==> src/rtl/pcu_pkg.sv <==
// Package: shared control-flow encoding and widths for the PC sequencer.
// Assumes the decode stage produces the 3-bit code defined here.
package pcu_pkg;
    localparam int unsigned FLOW_W = 3;

    typedef enum logic [FLOW_W-1:0] {
        FLOW_SEQ  = 3'd0,
        FLOW_BEQ  = 3'd1,
        FLOW_BNE  = 3'd2,
        FLOW_JMP  = 3'd3,
        FLOW_JAL  = 3'd4,
        FLOW_JREG = 3'd5,
        FLOW_RSV6 = 3'd6,
        FLOW_RSV7 = 3'd7
    } flow_e;
endpackage

==> src/rtl/pcu_seq_adder.sv <==
// Module: fall-through address generator.
// Adds the fixed instruction size to the current PC; wraps modulo 2^XLEN.
module pcu_seq_adder #(
    parameter int unsigned XLEN       = 32,
    parameter int unsigned INSN_BYTES = 4
) (
    input  logic [XLEN-1:0] pc_cur,
    output logic [XLEN-1:0] pc_inc
);
    localparam logic [XLEN-1:0] STEP = XLEN'(INSN_BYTES);

    // Purpose: form the address of the following instruction.
    always_comb begin
        pc_inc = pc_cur + STEP;
    end
endmodule

==> src/rtl/pcu_target_calc.sv <==
// Module: candidate target builder.
// Produces the PC-relative branch target (sign-extended, word scaled) and
// the region-local jump target (upper bits of the incremented PC spliced
// over the jump field). Assumes word-aligned instructions of 4 bytes.
module pcu_target_calc #(
    parameter int unsigned XLEN  = 32,
    parameter int unsigned OFF_W = 16,
    parameter int unsigned JT_W  = 26
) (
    input  logic [XLEN-1:0]  pc_inc,
    input  logic [OFF_W-1:0] br_offset,
    input  logic [JT_W-1:0]  jmp_field,
    output logic [XLEN-1:0]  br_target,
    output logic [XLEN-1:0]  jmp_target
);
    localparam int unsigned ALIGN_W  = 2;
    localparam int unsigned EXT_W    = XLEN - OFF_W - ALIGN_W;
    localparam int unsigned REGION_W = XLEN - JT_W - ALIGN_W;

    logic [XLEN-1:0] disp;

    // Purpose: sign-extend the displacement and scale it to bytes.
    always_comb begin
        disp = {{EXT_W{br_offset[OFF_W-1]}}, br_offset, {ALIGN_W{1'b0}}};
    end

    // Purpose: add the scaled displacement to the fall-through address.
    always_comb begin
        br_target = pc_inc + disp;
    end

    // Purpose: keep the region bits of the incremented PC, replace the rest.
    always_comb begin
        jmp_target = {pc_inc[XLEN-1 -: REGION_W], jmp_field, {ALIGN_W{1'b0}}};
    end
endmodule

==> src/rtl/pcu_flow_select.sv <==
// Module: next-address chooser.
// Resolves branch conditions from the two operands and selects the next PC
// among the candidates; flags call instructions. Unused codes fall through.
module pcu_flow_select
    import pcu_pkg::*;
#(
    parameter int unsigned XLEN = 32
) (
    input  logic [FLOW_W-1:0] flow_kind,
    input  logic [XLEN-1:0]   opnd_a,
    input  logic [XLEN-1:0]   opnd_b,
    input  logic [XLEN-1:0]   pc_inc,
    input  logic [XLEN-1:0]   br_target,
    input  logic [XLEN-1:0]   jmp_target,
    output logic [XLEN-1:0]   pc_next,
    output logic              is_call
);
    flow_e flow;
    logic  ops_equal;

    // Purpose: decode the flow code and compare the operands.
    always_comb begin
        flow      = flow_e'(flow_kind);
        ops_equal = (opnd_a == opnd_b);
    end

    // Purpose: pick the next address for the decoded flow.
    always_comb begin
        is_call = 1'b0;
        case (flow)
            FLOW_BEQ:  pc_next = ops_equal ? br_target : pc_inc;
            FLOW_BNE:  pc_next = ops_equal ? pc_inc : br_target;
            FLOW_JMP:  pc_next = jmp_target;
            FLOW_JAL: begin
                pc_next = jmp_target;
                is_call = 1'b1;
            end
            FLOW_JREG: pc_next = opnd_a;
            default:   pc_next = pc_inc;
        endcase
    end
endmodule

==> src/rtl/pc_step_unit.sv <==
// Module: program counter register with branch, jump and link support.
// Holds the PC, advances it on step_en, and presents the return address
// with a write strobe for call instructions. Synchronous active-low reset.
// Assumes inputs are stable and known around each rising clock edge.
module pc_step_unit
    import pcu_pkg::*;
#(
    parameter int unsigned     XLEN      = 32,
    parameter int unsigned     OFF_W     = 16,
    parameter int unsigned     JT_W      = 26,
    parameter int unsigned     REG_IDX_W = 5,
    parameter int unsigned     LINK_IDX  = 31,
    parameter logic [XLEN-1:0] RESET_VEC = '0
) (
    input  logic                 clk,
    input  logic                 rst_n,
    input  logic                 step_en,
    input  logic [FLOW_W-1:0]    flow_kind,
    input  logic [OFF_W-1:0]     br_offset,
    input  logic [JT_W-1:0]      jmp_field,
    input  logic [XLEN-1:0]      opnd_a,
    input  logic [XLEN-1:0]      opnd_b,
    output logic [XLEN-1:0]      pc_q,
    output logic [XLEN-1:0]      link_value,
    output logic                 link_we,
    output logic [REG_IDX_W-1:0] link_reg
);
    localparam int unsigned REGION_W = XLEN - JT_W - 2;

    logic [XLEN-1:0] pc_inc;
    logic [XLEN-1:0] br_target;
    logic [XLEN-1:0] jmp_target;
    logic [XLEN-1:0] pc_next;
    logic            is_call;

    pcu_seq_adder #(.XLEN(XLEN), .INSN_BYTES(4)) u_inc (
        .pc_cur (pc_q),
        .pc_inc (pc_inc)
    );

    pcu_target_calc #(.XLEN(XLEN), .OFF_W(OFF_W), .JT_W(JT_W)) u_tgt (
        .pc_inc     (pc_inc),
        .br_offset  (br_offset),
        .jmp_field  (jmp_field),
        .br_target  (br_target),
        .jmp_target (jmp_target)
    );

    pcu_flow_select #(.XLEN(XLEN)) u_sel (
        .flow_kind  (flow_kind),
        .opnd_a     (opnd_a),
        .opnd_b     (opnd_b),
        .pc_inc     (pc_inc),
        .br_target  (br_target),
        .jmp_target (jmp_target),
        .pc_next    (pc_next),
        .is_call    (is_call)
    );

    // Purpose: the PC register; reset vector, advance on step, else hold.
    always_ff @(posedge clk) begin
        if (!rst_n) begin
            pc_q <= RESET_VEC;
        end else if (step_en) begin
            pc_q <= pc_next;
        end
    end

    // Purpose: drive the return-address write to the register file.
    always_comb begin
        link_value = pc_inc;
        link_we    = step_en && is_call;
        link_reg   = REG_IDX_W'(LINK_IDX);
    end

    // a reset edge leaves the start address in the PC.
    assert_reset_vec_R1: assert property (@(posedge clk)
        !rst_n |=> pc_q == RESET_VEC)
        else $error("R1 reset vector not loaded");

    // a sequential step advances by one instruction.
    assert_seq_step_R2: assert property (@(posedge clk) disable iff (!rst_n)
        (step_en && flow_kind == FLOW_SEQ) |=> pc_q == $past(pc_q) + XLEN'(4))
        else $error("R2 sequential step wrong");

    // a call keeps the region of the returned link address.
    assert_call_region_R7: assert property (@(posedge clk) disable iff (!rst_n)
        link_we |=> pc_q[XLEN-1 -: REGION_W] == $past(link_value[XLEN-1 -: REGION_W]))
        else $error("R7 call left its region");

    // a register jump lands exactly on the operand.
    assert_reg_jump_R8: assert property (@(posedge clk) disable iff (!rst_n)
        (step_en && flow_kind == FLOW_JREG) |=> pc_q == $past(opnd_a))
        else $error("R8 register jump wrong");

    // with stepping off the PC holds.
    assert_hold_R9: assert property (@(posedge clk) disable iff (!rst_n)
        !step_en |=> $stable(pc_q))
        else $error("R9 PC moved while frozen");
endmodule

==> config.mk <==
export PLATFORM = sky130hd
export DESIGN_NAME = pc_step_unit
export DESIGN_NICKNAME = d
export VERILOG_FILES = /design/src/rtl/pcu_pkg.sv /design/src/rtl/pcu_seq_adder.sv /design/src/rtl/pcu_target_calc.sv /design/src/rtl/pcu_flow_select.sv /design/src/rtl/pc_step_unit.sv
export SDC_FILE = /design/constraint.sdc
export NUM_CORES = 1
export LEC_CHECK = 0
export BUFFER_PORTS_ARGS = -buffer_cell sky130_fd_sc_hd__buf_2
export CORE_MARGIN = 1
export CORE_UTILIZATION = 54
export DETAILED_ROUTE_END_ITERATION = 12
export GPL_ROUTABILITY_DRIVEN = 0
export PLACE_DENSITY = 0.91
export SLEW_MARGIN = 20
export SYNTH_ARGS = -nofsm -noshare
export SYNTH_HDL_FRONTEND = slang
export SYNTH_SLANG_ARGS = --single-unit
export TNS_END_PERCENT = 100
==> constraint.sdc <==
create_clock -name clk -period 5.8 [get_ports clk]
set_input_delay 0.58 -clock clk [delete_from_list [all_inputs] [get_ports clk]]
set_output_delay 0.58 -clock clk [all_outputs]
set_load 0.05 [all_outputs]
Word level (Yosys, flattened, before mapping)

Cells that the tools add are included.

Register bits: 32
Bits of input ports: 112
Output and inout port bits: 70
Logic and storage cells: 15

$add $sub $neg: 2
Eq/ne operators: 6
Multiplexer cells: 4
Reduce and logical (&&, ||, !) cells: 2

Operators with widths:

| operator                                                        | count |
|---|---|
| 32-bit case mux with 4 select lines                             | 1 |
| 32-bit 2-to-1 mux                                               | 2 |
| 32-bit by 3-bit adder with 32-bit output, second input constant | 1 |
| 32-bit adder                                                    | 1 |
| 32-bit == test                                                  | 1 |
| 3-bit by 2-bit == test with 1-bit output, second input constant | 2 |
| 3-bit == test, second input constant                            | 2 |
| 3-bit by 1-bit == test with 1-bit output, second input constant | 1 |
| 2-bit OR reduction                                              | 1 |
| 1-bit logical AND                                               | 1 |
| 1-bit 2-to-1 mux                                                | 1 |

Longest topological paths before layout

Depth after elaboration: 4
Gate-level depth with buffers: 15
Mapped depth without buffers: 15

By module

From an unflattened synthesis, not the netlist that was laid out.

Cell total of the unflattened synthesis: 837
Area, all modules: 6506.2 um2

By module, submodules not included:

| module          | times used | cells an instance | area an instance (um2) | seq. area each (um2) |
|---|---|---|---|---|
| pcu_flow_select | 1          | 386               | 2775.2                 | 0.0 |
| pcu_target_calc | 1          | 258               | 1859.3                 | 0.0 |
| pc_step_unit    | 1          | 110               | 1291.2                 | 640.6 |
| pcu_seq_adder   | 1          | 83                | 580.6                  | 0.0 |

Worst setup path after synthesis

OpenSTA, ideal clock, no wires.

Path kind: reg2reg
From: reg pc_q[2]
To: reg pc_q[31]
Data arrival time: 4384 ps
Setup slack: 1341 ps
Cell stages (with the launch flop): 14
Buffers on the path: 0
Clock period less this slack: 4459 ps
Cell sequence: dfxtp_1 > ha_1 > nand3_1 > nor3_2 > and2_1 > nand4_1 > xnor2_1 > ha_1 > a21o_1 > a21o_1 > a21oi_1 > a41oi_1 > or3_1 > a31oi_1

Cells in the longest elaborated chain, start to end: 4

Ends and longest elaborated chain:

| what                                       | line                                         | text |
|---|---|---|
| start, declared                            | pc_step_unit.sv:23                           | `output logic [XLEN-1:0] pc_q,` |
| start signal, assigned                     | pc_step_unit.sv:65                           | `pc_q <= pc_next;` |
| 32-bit by 3-bit adder with 32-bit output * | pcu_seq_adder.sv:14                          | `pc_inc = pc_cur + STEP;` |
| net link_value[24]                         | pc_step_unit.sv:24                           | `output logic [XLEN-1:0] link_value,` |
| 32-bit adder *                             | pcu_target_calc.sv:29                        | `br_target = pc_inc + disp;` |
| 32-bit 2-to-1 mux (on tied branches)       | pcu_flow_select.sv:32, pcu_flow_select.sv:31 |  |
| 32-bit case mux with 4 select lines *      | pcu_flow_select.sv:30                        | `case (flow)` |

The timed path passes the listed nets; every way through them passes the cells marked *.
A chain may end at the register's enable or synchronous reset.

Worst setup path after layout

From: reg pc_q[2]
To: reg pc_q[31]

Cells in the longest elaborated chain, start to end: 4

Ends and longest elaborated chain:

| what                                       | line |
|---|---|
| 32-bit by 3-bit adder with 32-bit output * | pcu_seq_adder.sv:14 |
| 32-bit adder                               | pcu_target_calc.sv:29 |
| 32-bit 2-to-1 mux (on tied branches)       | pcu_flow_select.sv:32, pcu_flow_select.sv:31 |
| 32-bit case mux with 4 select lines *      | pcu_flow_select.sv:30 |

Every way passes the cells marked *; elsewhere a longest branch is shown, timed or not.

==> results.ini <==
[route]
drcViolationCount=0
drtPass1Iterations=5
routedWlPerCell_um=19.1
drt_iter0_markers=513
vias_per_cell=6.61
routed_wirelength_mm=15.9
vias=5502
ant_nets=0

[synth]
yosysTopAreaCell=dfxtp_1
netlist_area_um2=4350
synth_warnings=0
synth_top_area_share_pct=14.7
yosysSeqAreaShare_pct=14.7
synth_edf_count=0
ys_seq_elements=32
yosys-top-cells-area=dfxtp_1 15%, xnor2_1 12%, ha_1 10%
synth_flop_cell=dfxtp_1
syn_inst=575
async_flop_share_pct=0
yosysUniqueCellTypes=66
syn_area_per_cell_um2=7.56

[layout]
layout_common_cells=176 x buf_2, 62 x xnor2_1, 52 x nand2_1
regMostFlops=pc_q
final_common_cell=buf_2
stdcell_area_um2=5320
num_antenna_cells=0
largest_reg_flops=32
layout-drive-gt1-share_pct=27.5
syn_to_final_growth_pct=22.2
fill_cells=668
nNetsFinal=878
instances_no_fill=833
top_regs=pc_q: 32 flops

[worst_setup_path]
critPathCaptureType=flip-flop
path_class=flip-flop to flip-flop
cp_top_family=simple AND/OR/NAND/NOR gates
path_depth=13
start_kind=flip-flop
critPathMaxStageDelay_ns=0.45
r2r_cells=13
cp_num_buf_inv=0
slowest_stage=dfxtp_1
cp.arrival_ns=4.12
path_max_fanout=7
crit_chain=ha_1, nand3_1, nor3_2, and2_1, nand3_1, xnor2_1, ha_1, a21oi_1, o21ai_0, o21bai_1, a41oi_1, or3_1, a31oi_1
required_ns=6.02

[power]
power.internal_mw=0.525
power_density_nw_per_um2=193
net-switching-power_mw=0.503
pwr-share-clk_pct=18.7
power_leakage_nw=2.45
comb_power_share_pct=55.2
sequentialPowerShare_pct=26.1
irDropWorstVdd_uv=104
power.share.switching_pct=48.9

[cts]
cts_max_path_buffers=2
path_clk_slew_ns=0.08
postCtsResizedCells=0
cts_tree=yes
postCtsHoldBufs=0
cts_setup_buffers=0
clock-sinks=32
clk_latency_ns=0.30
cts-root-buf=clkbuf_8
htree_levels=2
cts_inserted_buffers=5

[sta]
tightest_slew_ns=0.966
final_max_slew_viol_count=0
hold_viol=0
post-route-period-util_pct=67.4
fmax_ghz=0.256
min_period_ns=3.91
rsz0062_at_grt=no
setup_tns_ns=0
max-slew-margin-rel_pct=35.2
fin_skew_ns=0.00857
finalSetupViolCount=0

[floorplanning]
io_pins=182
die_y_um=91.7
dieWidth_um=91.7
rows=32
core_area_um2=7770
die_area_um2=8420
initial_utilization_pct=56.0

[global_routing]
grt_pass1_vias=5109
antenna_found_initial=0
grt_start_max_net_pins=42
gr-total-overflow=0
grt_pass1_wl_mm=24.8
grt_use_total_pct=37.1

[min_path]
min_path_type=input pin to flip-flop
hold_depth=3

[placed_design]
place.port_buffers=176
dpl.hpwl_mm=12.2
dp.cells=825
dpl_cell_area_um2=5230

[job]
drv_cap=0

[run_status]
status=completed

==> kinds of logic after synthesis <==
family	count (synthesis)	share of synthesized area (%)
buf+inv	50	5.29
mux	5	1.27
xor+xnor	80	16.5
other cells	1	0.0862
compound gates	195	30.6
flops	32	14.7
simple gates	176	21.0
fa+ha+maj	36	10.5
==> final timing paths <==
check / start / to / slack [ns]
worst min-delay path: jmp_field[24] / pc_q[26] / 0.57
worst min register to register: pc_q[0] / pc_q[0] / 0.58
worst max register to register: pc_q[2] / pc_q[31] / 1.89
worst max-delay path: pc_q[2] / pc_q[31] / 1.89
==> tightest hold or removal path, cell delays in order <==
cell,delay (ns)
buf_2,0.08
a221oi_1,0.06
a21oi_1,0.11
==> power groups by stage <==
stage / Sequential [mW] / Combinational, mW / Clock, mW
after floorplan: 0.324 / 0.347 / 0
after global placement: 0.270 / 0.539 / 0
after detailed placement: 0.272 / 0.552 / 0
after CTS: 0.267 / 0.555 / 0.191
after global routing: 0.270 / 0.602 / 0.201
final: 0.268 / 0.567 / 0.192
==> through the flow <==
| step | setup WS [ns] | hold WS [ns] | utilization, % | power [mW] |
|---|---|---|---|---|
| after floorplan | 1.34 | 0.766 | - | 0.671 |
| after global placement | 2.18 | 0.517 | 67.3 | 0.809 |
| after detailed placement | 2.04 | 0.520 | 67.3 | 0.824 |
| after CTS | 2.00 | 0.566 | 68.4 | 1.01 |
| after global routing | 1.55 | 0.598 | 68.4 | 1.07 |
| final | 1.89 | 0.571 | 68.4 | 1.03 |
==> Yosys cell counts (10+ instances only) <==
cell type	count
nand4_1	17
a21o_1	11
o21ai_0	42
ha_1	35
nor2_1	34
buf_4	10
nor3_1	14
a31oi_1	11
clkbuf_1	20
nand3_1	21
dfxtp_1	32
nand2_1	52
a221oi_1	24
inv_1	15
a221o_1	16
xnor2_1	62
a21oi_1	43
xor2_1	17
==> routing by layer <==
metal,global-route usage [%],vias to the layer above,share of wire (%)
met3,5.80,84,11
met2,61.9,443,46
met4,19.1,0,5.0
met5,0,-,0
met1,46.0,2496,38
li1,-,2479,-
==> cell type report <==
type / instances / area [µm²] / area share [%]
clock buffer: 8 / 90.1 / 1.69
tap: 102 / 128 / 2.40
timing repair buffer: 178 / 896 / 16.9
inverter: 16 / 60.1 / 1.13
multi-input combinational: 497 / 3500 / 65.9
sequential: 32 / 641 / 12.0
Note: power is estimated with default switching activity, not from simulation.
